$ cat config.mk
export PLATFORM = sky130hd
export DESIGN_NAME = seg_page_xlate
export DESIGN_NICKNAME = d
export VERILOG_FILES = /design/src/rtl/xlate_pkg.sv /design/src/rtl/seg_regfile.sv /design/src/rtl/pte_check.sv /design/src/rtl/xlate_ctrl.sv /design/src/rtl/seg_page_xlate.sv
export SDC_FILE = /design/constraint.sdc
export NUM_CORES = 1
export LEC_CHECK = 0
export BUFFER_PORTS_ARGS = -buffer_cell sky130_fd_sc_hd__buf_2
export CORE_MARGIN = 1.5
export CORE_UTILIZATION = 55
export CTS_CLUSTER_SIZE = 14
export DETAILED_ROUTE_END_ITERATION = 10
export PLACE_DENSITY = 0.74
export SLEW_MARGIN = 0
export SYNTH_ARGS = -nofsm -noshare
export SYNTH_HDL_FRONTEND = slang
export SYNTH_SLANG_ARGS = --single-unit
$ cat constraint.sdc
create_clock -name clk -period 5.9 [get_ports clk]
set_clock_uncertainty 0.1 [all_clocks]
set_input_delay 1.475 -clock clk [delete_from_list [all_inputs] [get_ports clk]]
set_output_delay 1.475 -clock clk [all_outputs]
set_load 0.02 [all_outputs]
$ cat src/rtl/xlate_pkg.sv
package xlate_pkg;
  typedef enum logic [1:0] {
    FLT_NONE   = 2'b00,
    FLT_BOUNDS = 2'b01,
    FLT_ABSENT = 2'b10,
    FLT_PROT   = 2'b11
  } fault_e;

  typedef enum logic [1:0] {
    ST_IDLE  = 2'd0,
    ST_FETCH = 2'd1,
    ST_CHECK = 2'd2,
    ST_RESP  = 2'd3
  } xstate_e;
endpackage

$ cat src/rtl/seg_regfile.sv
module seg_regfile #(
  parameter int SEG_W   = 4,
  parameter int BASE_W  = 24,
  parameter int BOUND_W = 9
) (
  input  logic               clk,
  input  logic               rst,
  input  logic               wr_en,
  input  logic [SEG_W-1:0]   wr_idx,
  input  logic [BASE_W-1:0]  wr_base,
  input  logic [BOUND_W-1:0] wr_bound,
  input  logic [SEG_W-1:0]   rd_idx,
  output logic [BASE_W-1:0]  rd_base,
  output logic [BOUND_W-1:0] rd_bound
);
  localparam int NSEG = 1 << SEG_W;

  logic [BASE_W-1:0]  base_q  [NSEG];
  logic [BOUND_W-1:0] bound_q [NSEG];

  for (genvar s = 0; s < NSEG; s++) begin : g_seg
    always_ff @(posedge clk) begin
      if (rst) begin
        base_q[s]  <= '0;
        bound_q[s] <= '0;
      end else if (wr_en && wr_idx == SEG_W'(s)) begin
        base_q[s]  <= wr_base;
        bound_q[s] <= wr_bound;
      end
    end
  end

  assign rd_base  = base_q[rd_idx];
  assign rd_bound = bound_q[rd_idx];
endmodule

$ cat src/rtl/pte_check.sv
module pte_check
  import xlate_pkg::*;
#(
  parameter int PTE_W   = 32,
  parameter int FRAME_W = 12
) (
  input  logic [PTE_W-1:0]   pte,
  input  logic               is_write,
  output fault_e             fault,
  output logic [FRAME_W-1:0] frame
);
  localparam int FRAME_LSB = 8;
  localparam int BIT_PRES  = 2;
  localparam int BIT_WR    = 1;
  localparam int BIT_RD    = 0;

  logic allowed;

  assign frame   = pte[FRAME_LSB +: FRAME_W];
  assign allowed = is_write ? pte[BIT_WR] : pte[BIT_RD];

  always_comb begin
    if (!pte[BIT_PRES])  fault = FLT_ABSENT;
    else if (!allowed)   fault = FLT_PROT;
    else                 fault = FLT_NONE;
  end
endmodule

$ cat src/rtl/xlate_ctrl.sv
module xlate_ctrl
  import xlate_pkg::*;
#(
  parameter int SEG_W   = 4,
  parameter int PAGE_W  = 8,
  parameter int OFF_W   = 12,
  parameter int FRAME_W = 12,
  parameter int PA_W    = 24,
  parameter int BOUND_W = 9
) (
  input  logic                     clk,
  input  logic                     rst,
  input  logic                     req_valid,
  output logic                     req_ready,
  input  logic [SEG_W+PAGE_W+OFF_W-1:0] req_addr,
  input  logic                     req_write,
  output logic [SEG_W-1:0]         seg_idx,
  input  logic [PA_W-1:0]          seg_base,
  input  logic [BOUND_W-1:0]       seg_bound,
  output logic                     mem_rd_en,
  output logic [PA_W-1:0]          mem_rd_addr,
  output logic                     chk_write,
  input  fault_e                   chk_fault,
  input  logic [FRAME_W-1:0]       chk_frame,
  output logic                     rsp_valid,
  input  logic                     rsp_ready,
  output logic [PA_W-1:0]          rsp_paddr,
  output fault_e                   rsp_fault,
  output logic                     idle
);
  localparam int LA_W = SEG_W + PAGE_W + OFF_W;

  xstate_e            state_q;
  logic [OFF_W-1:0]   off_q;
  logic               wr_q;
  logic [PA_W-1:0]    rd_addr_q;
  logic [PA_W-1:0]    paddr_q;
  fault_e             fault_q;

  logic [PAGE_W-1:0]  page;
  logic [PAGE_W+1:0]  pte_off;
  logic               out_of_bounds;

  assign seg_idx       = req_addr[LA_W-1 -: SEG_W];
  assign page          = req_addr[OFF_W +: PAGE_W];
  assign pte_off       = {page, 2'b00};
  assign out_of_bounds = BOUND_W'(page) >= seg_bound;

  always_ff @(posedge clk) begin
    if (rst) begin
      state_q   <= ST_IDLE;
      off_q     <= '0;
      wr_q      <= 1'b0;
      rd_addr_q <= '0;
      paddr_q   <= '0;
      fault_q   <= FLT_NONE;
    end else begin
      case (state_q)
        ST_IDLE: begin
          if (req_valid) begin
            off_q <= req_addr[OFF_W-1:0];
            wr_q  <= req_write;
            if (out_of_bounds) begin
              paddr_q <= '0;
              fault_q <= FLT_BOUNDS;
              state_q <= ST_RESP;
            end else begin
              rd_addr_q <= seg_base + PA_W'(pte_off);
              state_q   <= ST_FETCH;
            end
          end
        end
        ST_FETCH: state_q <= ST_CHECK;
        ST_CHECK: begin
          fault_q <= chk_fault;
          paddr_q <= (chk_fault == FLT_NONE) ? {chk_frame, off_q} : '0;
          state_q <= ST_RESP;
        end
        ST_RESP: begin
          if (rsp_ready) state_q <= ST_IDLE;
        end
        default: state_q <= ST_IDLE;
      endcase
    end
  end

  assign idle        = (state_q == ST_IDLE);
  assign req_ready   = idle;
  assign mem_rd_en   = (state_q == ST_FETCH);
  assign mem_rd_addr = rd_addr_q;
  assign chk_write   = wr_q;
  assign rsp_valid   = (state_q == ST_RESP);
  assign rsp_paddr   = paddr_q;
  assign rsp_fault   = fault_q;
endmodule

$ cat src/rtl/seg_page_xlate.sv
module seg_page_xlate
  import xlate_pkg::*;
#(
  parameter int SEG_W   = 4,
  parameter int PAGE_W  = 8,
  parameter int OFF_W   = 12,
  parameter int FRAME_W = 12,
  parameter int PTE_W   = 32,
  parameter int PA_W    = FRAME_W + OFF_W,
  parameter int LA_W    = SEG_W + PAGE_W + OFF_W,
  parameter int BOUND_W = PAGE_W + 1
) (
  input  logic               clk,
  input  logic               rst,
  input  logic               ld_en,
  input  logic [SEG_W-1:0]   ld_seg,
  input  logic [PA_W-1:0]    ld_base,
  input  logic [BOUND_W-1:0] ld_bound,
  input  logic               req_valid,
  output logic               req_ready,
  input  logic [LA_W-1:0]    req_addr,
  input  logic               req_write,
  output logic               mem_rd_en,
  output logic [PA_W-1:0]    mem_rd_addr,
  input  logic [PTE_W-1:0]   mem_rd_data,
  output logic               rsp_valid,
  input  logic               rsp_ready,
  output logic [PA_W-1:0]    rsp_paddr,
  output logic [1:0]         rsp_fault
);
  logic [SEG_W-1:0]   seg_idx;
  logic [PA_W-1:0]    seg_base;
  logic [BOUND_W-1:0] seg_bound;
  logic               idle;
  logic               chk_write;
  fault_e             chk_fault;
  fault_e             fault_out;
  logic [FRAME_W-1:0] chk_frame;

  seg_regfile #(.SEG_W(SEG_W), .BASE_W(PA_W), .BOUND_W(BOUND_W)) u_segs (
    .clk      (clk),
    .rst      (rst),
    .wr_en    (ld_en && idle),
    .wr_idx   (ld_seg),
    .wr_base  (ld_base),
    .wr_bound (ld_bound),
    .rd_idx   (seg_idx),
    .rd_base  (seg_base),
    .rd_bound (seg_bound)
  );

  pte_check #(.PTE_W(PTE_W), .FRAME_W(FRAME_W)) u_chk_pte (
    .pte      (mem_rd_data),
    .is_write (chk_write),
    .fault    (chk_fault),
    .frame    (chk_frame)
  );

  xlate_ctrl #(
    .SEG_W(SEG_W), .PAGE_W(PAGE_W), .OFF_W(OFF_W),
    .FRAME_W(FRAME_W), .PA_W(PA_W), .BOUND_W(BOUND_W)
  ) u_ctrl (
    .clk         (clk),
    .rst         (rst),
    .req_valid   (req_valid),
    .req_ready   (req_ready),
    .req_addr    (req_addr),
    .req_write   (req_write),
    .seg_idx     (seg_idx),
    .seg_base    (seg_base),
    .seg_bound   (seg_bound),
    .mem_rd_en   (mem_rd_en),
    .mem_rd_addr (mem_rd_addr),
    .chk_write   (chk_write),
    .chk_fault   (chk_fault),
    .chk_frame   (chk_frame),
    .rsp_valid   (rsp_valid),
    .rsp_ready   (rsp_ready),
    .rsp_paddr   (rsp_paddr),
    .rsp_fault   (fault_out),
    .idle        (idle)
  );

  assign rsp_fault = fault_out;
endmodule

==> out/summary.txt, run 1 <==
Initial Utilization -> 55.5%
H-tree Lvls -> 2
Vias -> 15700
DIE AREA -> 50400 um^2
Vias in the first global route -> 15600
Row count -> 81
Max stage delay on crit path -> 0.53 ns
First-pass GRT wire length -> 98.8 mm
Core area -> 48600 um^2
Cts bufs inserted -> 58
Area of the mapped netlist -> 27000 um^2
Post-Synth Simple-Gate Area -> 15.7%
Most common cell after layout, fill and taps aside -> and2_1
Ys Warns -> 0
Die H -> 225 um
Max Cap Viol -> 0
Final Util -> 62.4%
Design area -> 30300 um^2
CTS resizes -> 0
Register area share after synthesis -> 63.5%
P_sw -> 2390 uW
Clock root buffer -> clkbuf_16
CP Capture Type -> flop
Maximum fanout along the worst path -> 17
Yosys reg bits -> 593
Die X -> 225 um
Syn Nets -> 1919
Worst setup SP type -> input pin
RSZ-0062 raised after global routing -> false
HPWL after DPL -> 39.9 mm
I/O pins -> 152
Final Hold Violating Endpoints -> 0
DR iter-0 viols -> 1873
Count of different cell masters after synthesis -> 52
Worst VDD drop -> 0.235 mV
Grt ovf -> 0
Number of synthesized flops with an enable pin -> 528
Fmax -> 207 MHz
Detailed Route WL -> 68.2 mm
Adder-cell share of the synthesized area -> 1.00%
Worst setup margin -> 1.06 ns
Crit-path cells -> clkbuf_8 -> buf_4 -> mux4_2 -> mux4_2 -> ha_1 -> o21ai_0 -> o21ai_0 -> a21oi_1 -> or3_1 -> nor4_1 -> xnor2_1 -> a211oi_1
Sw Share -> 24.4%
Slew headroom -> 23.9%
Dominant synthesized flop cell -> edfxtp_1
GRT Util Overall -> 27.3%
Hold Crit Class -> flop to flop
DR vias/cell -> 6.10
Period utilisation layout -> 82.0%
Required time of the critical path -> 6.32 ns
DR pass1 iterations -> 7
CTS tree -> done
Largest family of logic cells by synthesized area -> simple AND/OR/NAND/NOR gates
Clk sinks -> 593
Post-CTS setup buffer count -> 0
Clock Power Share -> 37.8%
Synth Area in XOR/XNOR -> 0.616%
Place WS -> 0.421 ns
Initial antenna violation count -> 7
Outcome -> completed
Lkg Pwr -> 0.0112 uW
Mapped Cells -> 1799
Time the worst path needs with I/O delays and setup -> 4.84 ns
Asr flop ratio synth -> 0%
Share of layout cells above drive strength 1 -> 23.8%
Post-synthesis compound-gate area fraction -> 2.93%
Combinational fraction of design power -> 12.2%
Actual slew at the worst max-slew pin -> 1.14 ns
Syn_area_per_cell -> 15.0 um^2
DP Area -> 28400 um^2
Post-synthesis mux area share -> 13.3%
Area Overhead vs Synth -> 12.4%
Power Dens Cells -> 324 nW/um^2
CTS clk-pin slew, worst paths -> 0.06 ns
Slowest stage cell, crit path -> mux4_2
R2R Setup Slk -> 2.00 ns
Most frequent cells in the layout -> and2_1 (530), edfxtp_1 (528), mux4_2 (150)
DRC Markers -> 0
Setup violations, final -> 0
# nets final -> 2017
Antenna-violating nets left -> 0
WL per Instance -> 26.5 um
Hold-fix buffers, CTS -> 0
Worst EP arrival -> 5.26 ns
Reg power frac -> 50.0%
TNS Setup -> 0 ns
Global placement routability congestion -> 0.810
Largest net degree at the start of global routing -> 67
Crit path kind -> input pin to flop
P_int -> 7440 uW
Final Max Tran Viols -> 0
Max clock buf depth -> 3
Clock Latency Late Sink -> 0.62 ns
Port buffer count -> 134
cell families (layout without fill, tap and decap cells):
family | count (synthesis) | in the layout
AND/OR/NAND/NOR | 713 | 713
flip-flops | 593 | 593
multiplexers | 166 | 166
buffers and inverters | 163 | 307
AO/OA/AOI/OAI | 124 | 124
adder cells (fa/ha/maj) | 21 | 21
XOR/XNOR | 19 | 19
other | 0 | 4
critical path: cells and delay by family:
family / cells / cell delay (ns)
buf+inv: 2 / 0.52
simple gates: 2 / 0.77
fa+ha+maj: 1 / 0.37
mux: 2 / 1.06
compound gates: 4 / 0.93
xor+xnor: 1 / 0.10
stage by stage:
stage / power (uW) / instances / hold WS (ns)
6_report: 9830 / 2569 / 0.348
3_5_place_dp: 6190 / 2459 / 0.340
2_1_floorplan: 5790 / 1799 / 0.336
4_1_cts: 9870 / 2565 / 0.348
3_3_place_gp: 6140 / 2459 / 0.335
5_1_grt: 10100 / 2566 / 0.363
path summary, 6_finish.rpt:
kind                                                    startpoint                                   to  depth (start not counted)
worst max-delay path                                  req_addr[20]  u_ctrl.mem_rd_addr[19]$_SDFFE_PP0P_                         12
worst max register to register  u_segs.bound_q[8][4]$_SDFFCE_PN0P_     u_ctrl.rsp_fault[0]$_SDFFE_PP0P_                         12
worst min-delay path             u_ctrl.rsp_paddr[20]$_SDFFE_PP0P_    u_ctrl.rsp_paddr[20]$_SDFFE_PP0P_                          2
worst min register to register   u_ctrl.rsp_paddr[20]$_SDFFE_PP0P_    u_ctrl.rsp_paddr[20]$_SDFFE_PP0P_                          2
final cells by class:
type | count | area [um^2]
Antenna cell | 4 | 10.0
Sequential cell | 593 | 17200
Timing Repair Buffer | 185 | 1130
Clock inverter | 27 | 256
Tap cell | 622 | 778
Inverter | 16 | 60.1
Clock buffer | 79 | 1660
Fill cell | 3492 | 18300
Multi-Input combinational cell | 1043 | 9300
cell usage after synthesis, types with 7 or more instances:
library cell | number | share of area, %
inv_1 | 16 | 0.22
nand2b_1 | 7 | 0.16
o21ai_0 | 19 | 0.35
nor2_1 | 55 | 0.76
buf_2 | 16 | 0.30
nand3b_1 | 24 | 0.67
mux2i_1 | 11 | 0.41
mux4_2 | 150 | 13
ha_1 | 20 | 0.93
edfxtp_1 | 528 | 59
nand2_1 | 64 | 0.89
clkbuf_1 | 110 | 1.5
a211oi_1 | 20 | 0.56
and2_1 | 530 | 12
a21oi_1 | 45 | 0.83
buf_6 | 10 | 0.42
xnor2_1 | 16 | 0.52
a22oi_1 | 21 | 0.58
dfxtp_1 | 65 | 4.8
power groups by stage:
stage | Sequential (uW) | Clock [uW] | Combinational, uW
floorplan | 5040 | 0 | 752
global placement | 4980 | 0 | 1170
detailed placement | 5000 | 0 | 1190
CTS | 4910 | 3760 | 1200
global route | 4930 | 3910 | 1280
finish | 4910 | 3720 | 1200
flip-flops by register name, summed over array words and instances, names as in the netlist:
name and count:
u_segs.base_q 384, u_ctrl.rsp_paddr 24, u_segs.bound_q 144, u_ctrl.off_q 12
u_ctrl.chk_write 1, u_ctrl.mem_rd_addr 24, u_ctrl.state_q 2, u_ctrl.rsp_fault 2
layer usage:
metal  GRT usage [%]  vias to the layer above  wire length, um
met1            37.5                     7973            26500
met4            7.88                        8             1840
met3            7.20                      127             7450
met5               0                        -               51
li1                -                     6797                -
met2            43.5                      777            32300
Power figures use the tool's default switching activity.
==> run 2, diff against run 1 <==
- clock period: 5.9 -> 4.25 ns (I/O delays scaled with it)
==> out/summary.txt, run 2 (synthesized netlist as in run 1, its figures left out) <==
Sw Share -> 25.1%
Worst r2r dst -> u_ctrl.mem_rd_addr[7]$_SDFFE_PP0P_
Grt ovf -> 0
Die X -> 225 um
Clk sinks -> 593
CTS clk-pin slew, worst paths -> 0.06 ns
Worst hold start -> u_ctrl.rsp_paddr[1]$_SDFFE_PP0P_
Required time of the critical path -> 4.68 ns
Most frequent cells in the layout -> and2_1 (530), edfxtp_1 (528), mux4_2 (150)
Worst EP arrival -> 4.51 ns
Initial antenna violation count -> 7
Die H -> 225 um
Hold endpoint -> u_ctrl.rsp_paddr[1]$_SDFFE_PP0P_
Final Hold Violating Endpoints -> 0
Crit path kind -> input pin to flop
Crit-path cells -> clkbuf_8 -> buf_16 -> mux4_2 -> mux4_2 -> ha_4 -> o21ai_0 -> o21ai_1 -> a21oi_1 -> or4b_1 -> nor4_2 -> xnor2_1 -> a211oi_1
R2R Setup Slk -> 0.56 ns
Max clock buf depth -> 3
Final Max Tran Viols -> 0
P_sw -> 3410 uW
CTS tree -> done
Worst setup SP type -> input pin
Worst VDD drop -> 0.293 mV
Clock Power Share -> 36.4%
Setup violations, final -> 0
DR pass1 iterations -> 5
Antenna-violating nets left -> 0
TNS Setup -> 0 ns
CP Capture Type -> flop
Slowest stage cell, crit path -> mux4_2
# nets final -> 2087
GRT Util Overall -> 27.7%
WL per Instance -> 26.1 um
Detailed Route WL -> 68.9 mm
Cts bufs inserted -> 59
Hold depth -> 2
Actual slew at the worst max-slew pin -> 0.968 ns
Design area -> 31000 um^2
Core area -> 48600 um^2
Vias in the first global route -> 16300
Vias -> 16100
P_int -> 10200 uW
Critical path buffer and inverter count -> 2
Slew headroom -> 35.4%
Area Overhead vs Synth -> 14.7%
I/O pins -> 152
Time the worst path needs with I/O delays and setup -> 4.08 ns
Lkg Pwr -> 0.0116 uW
DR iter-0 viols -> 1766
Clock Latency Late Sink -> 0.63 ns
HPWL after DPL -> 40.7 mm
Port buffer count -> 134
Hold Crit Class -> flop to flop
CP delay by family, top -> multiplexers
Most common cell after layout, fill and taps aside -> and2_1
DRC Markers -> 0
DR vias/cell -> 6.11
Fmax -> 245 MHz
Reg with most FFs -> u_segs.base_q
Non-filler cells, final -> 2644
Biggest regs -> u_segs.base_q x384, u_segs.bound_q x144
Max reg flops -> 384
Power Dens Cells -> 439 nW/um^2
Period utilisation layout -> 96.1%
First-pass GRT wire length -> 101 mm
Clock root buffer -> clkbuf_16
Largest net degree at the start of global routing -> 66
Max stage delay on crit path -> 0.53 ns
Worst reg2reg path depth -> 12
Row count -> 81
Worst r2r src -> u_segs.bound_q[15][0]$_SDFFCE_PN0P_
DP Area -> 29100 um^2
Worst hold margin -> 0.345 ns
Fillers -> 3386
Reg power frac -> 50.2%
Combinational fraction of design power -> 13.4%
Global placement routability congestion -> 0.774
DIE AREA -> 50400 um^2
RSZ-0062 raised after global routing -> false
Most used cell, CP -> mux4_2
H-tree Lvls -> 2
Share of layout cells above drive strength 1 -> 27.3%
Initial Utilization -> 55.5%
Maximum fanout along the worst path -> 28
Cell total after placement -> 2528
Max Cap Viol -> 0
Outcome -> completed
[run 2: changes by cell type in the layout (fill, tap and decap cells not counted), sizes merged]
cell,previous run,this run
buf,184,253
bufinv,5,1
clkinvlp,1,4
inv,17,20
clkinv,20,22
clkbuf,80,81
diode,4,5
[run 2: through the flow]
step	setup slack, ns	util, %	total power, uW
floorplan	-0.628	-	8080
global placement	-0.486	59.9	8690
detailed placement	-0.499	59.9	8750
CTS	0.157	63.6	13600
global route	0.0126	63.7	14000
finish	0.166	63.7	13600
[run 2: worst register-to-register path, cell delays in order (launching register included)]
cell and delay [ns]:
edfxtp_1 0.39, mux4_2 0.51, mux4_2 0.52, ha_1 0.28, nand2b_1 0.14, a211oi_1 0.24
o21ai_1 0.12, buf_4 0.16, a31oi_1 0.34, o21a_2 0.29, buf_12 0.18, mux2i_1 0.22
nor2_1 0.05
[run 2: power groups by stage]
stage | Sequential, uW | Combinational (uW) | Clock (uW)
finish | 6820 | 1810 | 4950
detailed placement | 6940 | 1810 | 0
floorplan | 6990 | 1100 | 0
global route | 6850 | 1950 | 5200
CTS | 6820 | 1820 | 4990
global placement | 6910 | 1770 | 0
[run 2: repair_timing]
| action | CTS | global route |
|---|---|---|
| setup endpoints to repair | 0 | 7 |
| gates resized for setup | 0 | 3 |
| buffers inserted | 0 | 0 |
| hold buffers | 0 | 0 |
[run 2: area by class of cell]
type                       count  area [um^2]  area share (%)
sequential                   593        17200            55.4
clock buffer                  80         1630            5.26
inverter                      16         60.1           0.194
antenna                        5         12.5          0.0404
tap                          622          778            2.51
timing repair buffer         254         1770            5.70
clock inverter                31          186           0.602
multi-input combinational   1043         9390            30.3
[run 2: worst max path at each step]
stage	end	slack [ns]	cells past startpoint	startpoint
floorplan	u_ctrl.mem_rd_addr[18]$_SDFFE_PP0P_	-0.63	17	req_addr[20]
global placement	u_ctrl.mem_rd_addr[11]$_SDFFE_PP0P_	-0.49	12	req_addr[20]
detailed placement	u_ctrl.mem_rd_addr[17]$_SDFFE_PP0P_	-0.50	12	req_addr[20]
CTS	u_ctrl.mem_rd_addr[17]$_SDFFE_PP0P_	0.16	12	req_addr[20]
global route	u_ctrl.mem_rd_addr[23]$_SDFFE_PP0P_	0.01	12	req_addr[20]
finish	u_ctrl.mem_rd_addr[23]$_SDFFE_PP0P_	0.17	12	req_addr[20]
[run 2: per-layer routing]
layer,share of wire (%),global-route usage (%)
met1,39,38.3
met2,47,44.2
met3,11,6.77
met4,2.6,7.82
met5,0.048,0
==> run 3, diff against run 2 <==
- CORE_UTILIZATION: 55 -> 50
- PLACE_DENSITY: 0.74 -> 0.68
==> out/summary.txt, run 3 (synthesized netlist as in run 1, its figures left out) <==
# nets final -> 2108
Worst EP arrival -> 4.50 ns
Outcome -> completed
Antenna-violating nets left -> 0
Largest net degree at the start of global routing -> 66
WL met3 -> 6.63 mm
First-pass GRT wire length -> 104 mm
Initial Utilization -> 51.0%
Grt ovf -> 0
Clk sinks -> 593
DRC Markers -> 0
Most frequent cells in the layout -> and2_1 (530), edfxtp_1 (528), mux4_2 (150)
Lkg Pwr -> 0.0118 uW
DP Area -> 29400 um^2
Crit path kind -> input pin to flop
Die X -> 235 um
DR pass1 iterations -> 5
Detailed Route WL -> 71.5 mm
Worst setup SP type -> input pin
Required time of the critical path -> 4.66 ns
DR iter-0 viols -> 1683
CP Capture Type -> flop
Area occupied by multi-input gates -> 9450 um^2
TNS Setup -> 0 ns
I/O pins -> 152
H-tree Lvls -> 3
Actual slew at the worst max-slew pin -> 1.15 ns
Time the worst path needs with I/O delays and setup -> 4.09 ns
Slew headroom -> 23.3%
Global placement routability congestion -> 0.778
Setup violations, final -> 0
Register area -> 17200 um^2
Critical Path Sink -> u_ctrl.mem_rd_addr[16]$_SDFFE_PP0P_
Share of layout cells above drive strength 1 -> 27.8%
Max clock buf depth -> 3
Reg with most FFs -> u_segs.base_q
Row count -> 84
Maximum fanout along the worst path -> 19
DR vias/cell -> 5.94
Biggest regs -> u_segs.base_q x384, u_segs.bound_q x144
Worst hold start -> u_ctrl.rsp_paddr[19]$_SDFFE_PP0P_
Max Used Layer -> met5
Fmax -> 244 MHz
Slowest stage cell, crit path -> mux4_2
CTS tree -> done
Vias -> 16200
Max stage delay on crit path -> 0.53 ns
Met2 wire length -> 35.3 mm
Die H -> 235 um
Design area -> 31500 um^2
M1 WL -> 27.9 mm
R2R Setup Slk -> 0.64 ns
Hold Crit Class -> flop to flop
Initial antenna violation count -> 8
Most common cell after layout, fill and taps aside -> and2_1
Clock Latency Late Sink -> 0.61 ns
Most used cell, CP -> mux4_2
Period utilisation layout -> 96.3%
Max Cap Viol -> 0
DIE AREA -> 55400 um^2
Fillers -> 4019
CTS clk-pin slew, worst paths -> 0.06 ns
WL per Instance -> 26.3 um
Crit-path cells -> clkbuf_8 -> buf_12 -> mux4_2 -> mux4_2 -> ha_4 -> fa_2 -> a21o_1 -> a21oi_2 -> nand2b_4 -> a2111o_1 -> a211oi_2 -> xnor2_1 -> a211oi_1
Worst setup margin -> 0.158 ns
Power Dens Cells -> 447 nW/um^2
Port buffer count -> 134
RSZ-0062 raised after global routing -> false
Core area -> 53000 um^2
Worst r2r dst -> u_ctrl.mem_rd_addr[2]$_SDFFE_PP0P_
Worst Setup SP -> req_addr[20]
HPWL after DPL -> 43.7 mm
Worst r2r src -> u_segs.bound_q[11][4]$_SDFFCE_PN0P_
Final Max Tran Viols -> 0
Worst reg2reg path depth -> 13
Max reg flops -> 384
Final Hold Violating Endpoints -> 0
Worst VDD drop -> 0.334 mV
Clock root buffer -> clkbuf_16
Cts bufs inserted -> 66
Area Overhead vs Synth -> 16.6%
GRT Util Overall -> 26.0%
Vias in the first global route -> 16200
Place WS -> -0.546 ns
Tot Pwr -> 14100 uW
[run 3: power by group]
group          switching, uW  total (uW)  internal, uW  leakage (uW)
sequential               122        6820          6700       0.00599
combinational           1120        1880           757       0.00480
clock                   2280        5380          3100       0.00100
[run 3: critical path, delay by kind of cell]
kind	cells	cell delay, ns
multiplexers	2	1.05
XOR/XNOR	1	0.16
AO/OA/AOI/OAI	5	1.01
adder cells (fa/ha/maj)	2	0.57
buffers and inverters	2	0.44
AND/OR/NAND/NOR	1	0.15
[run 3: timing repair]
item                       in CTS  in global routing
setup endpoints to repair       0                 29
buffers inserted                0                  0
hold buffers                    0                  0
gates resized for setup         0                  4
[run 3: metal layers]
layer	track usage, %	vias to the layer above
met5	0	-
met4	8.29	6
met3	5.50	117
met2	42.8	794
met1	34.7	8251
li1	-	6996
[run 3: worst min path at each step]
| stage | to | depth (start not counted) | slack [ns] |
|---|---|---|---|
| after floorplan | u_ctrl.off_q[0]$_SDFFE_PP0P_ | 2 | 0.34 |
| after global placement | u_ctrl.rsp_paddr[1]$_SDFFE_PP0P_ | 2 | 0.34 |
| after detailed placement | u_ctrl.rsp_paddr[13]$_SDFFE_PP0P_ | 2 | 0.34 |
| after CTS | u_ctrl.rsp_paddr[13]$_SDFFE_PP0P_ | 2 | 0.35 |
| after global routing | u_ctrl.rsp_paddr[6]$_SDFFE_PP0P_ | 2 | 0.36 |
| final | u_ctrl.rsp_paddr[19]$_SDFFE_PP0P_ | 2 | 0.35 |
[run 3: final cells by class]
type	instances	area share, %
clock inverter	27	0.588
tap	688	2.73
sequential	593	54.5
timing repair buffer	267	6.21
clock buffer	86	5.80
multi-input combinational	1044	30.0
inverter	16	0.191
antenna	2	0.0159
[run 3: stage by stage]
step,std cells,hold WS [ns],utilization (%)
3_5_place_dp,2607,0.344,55.6
2_1_floorplan,1799,0.336,-
4_1_cts,2720,0.352,59.4
5_1_grt,2723,0.359,59.5
6_report,2723,0.349,59.5
3_3_place_gp,2607,0.338,55.6
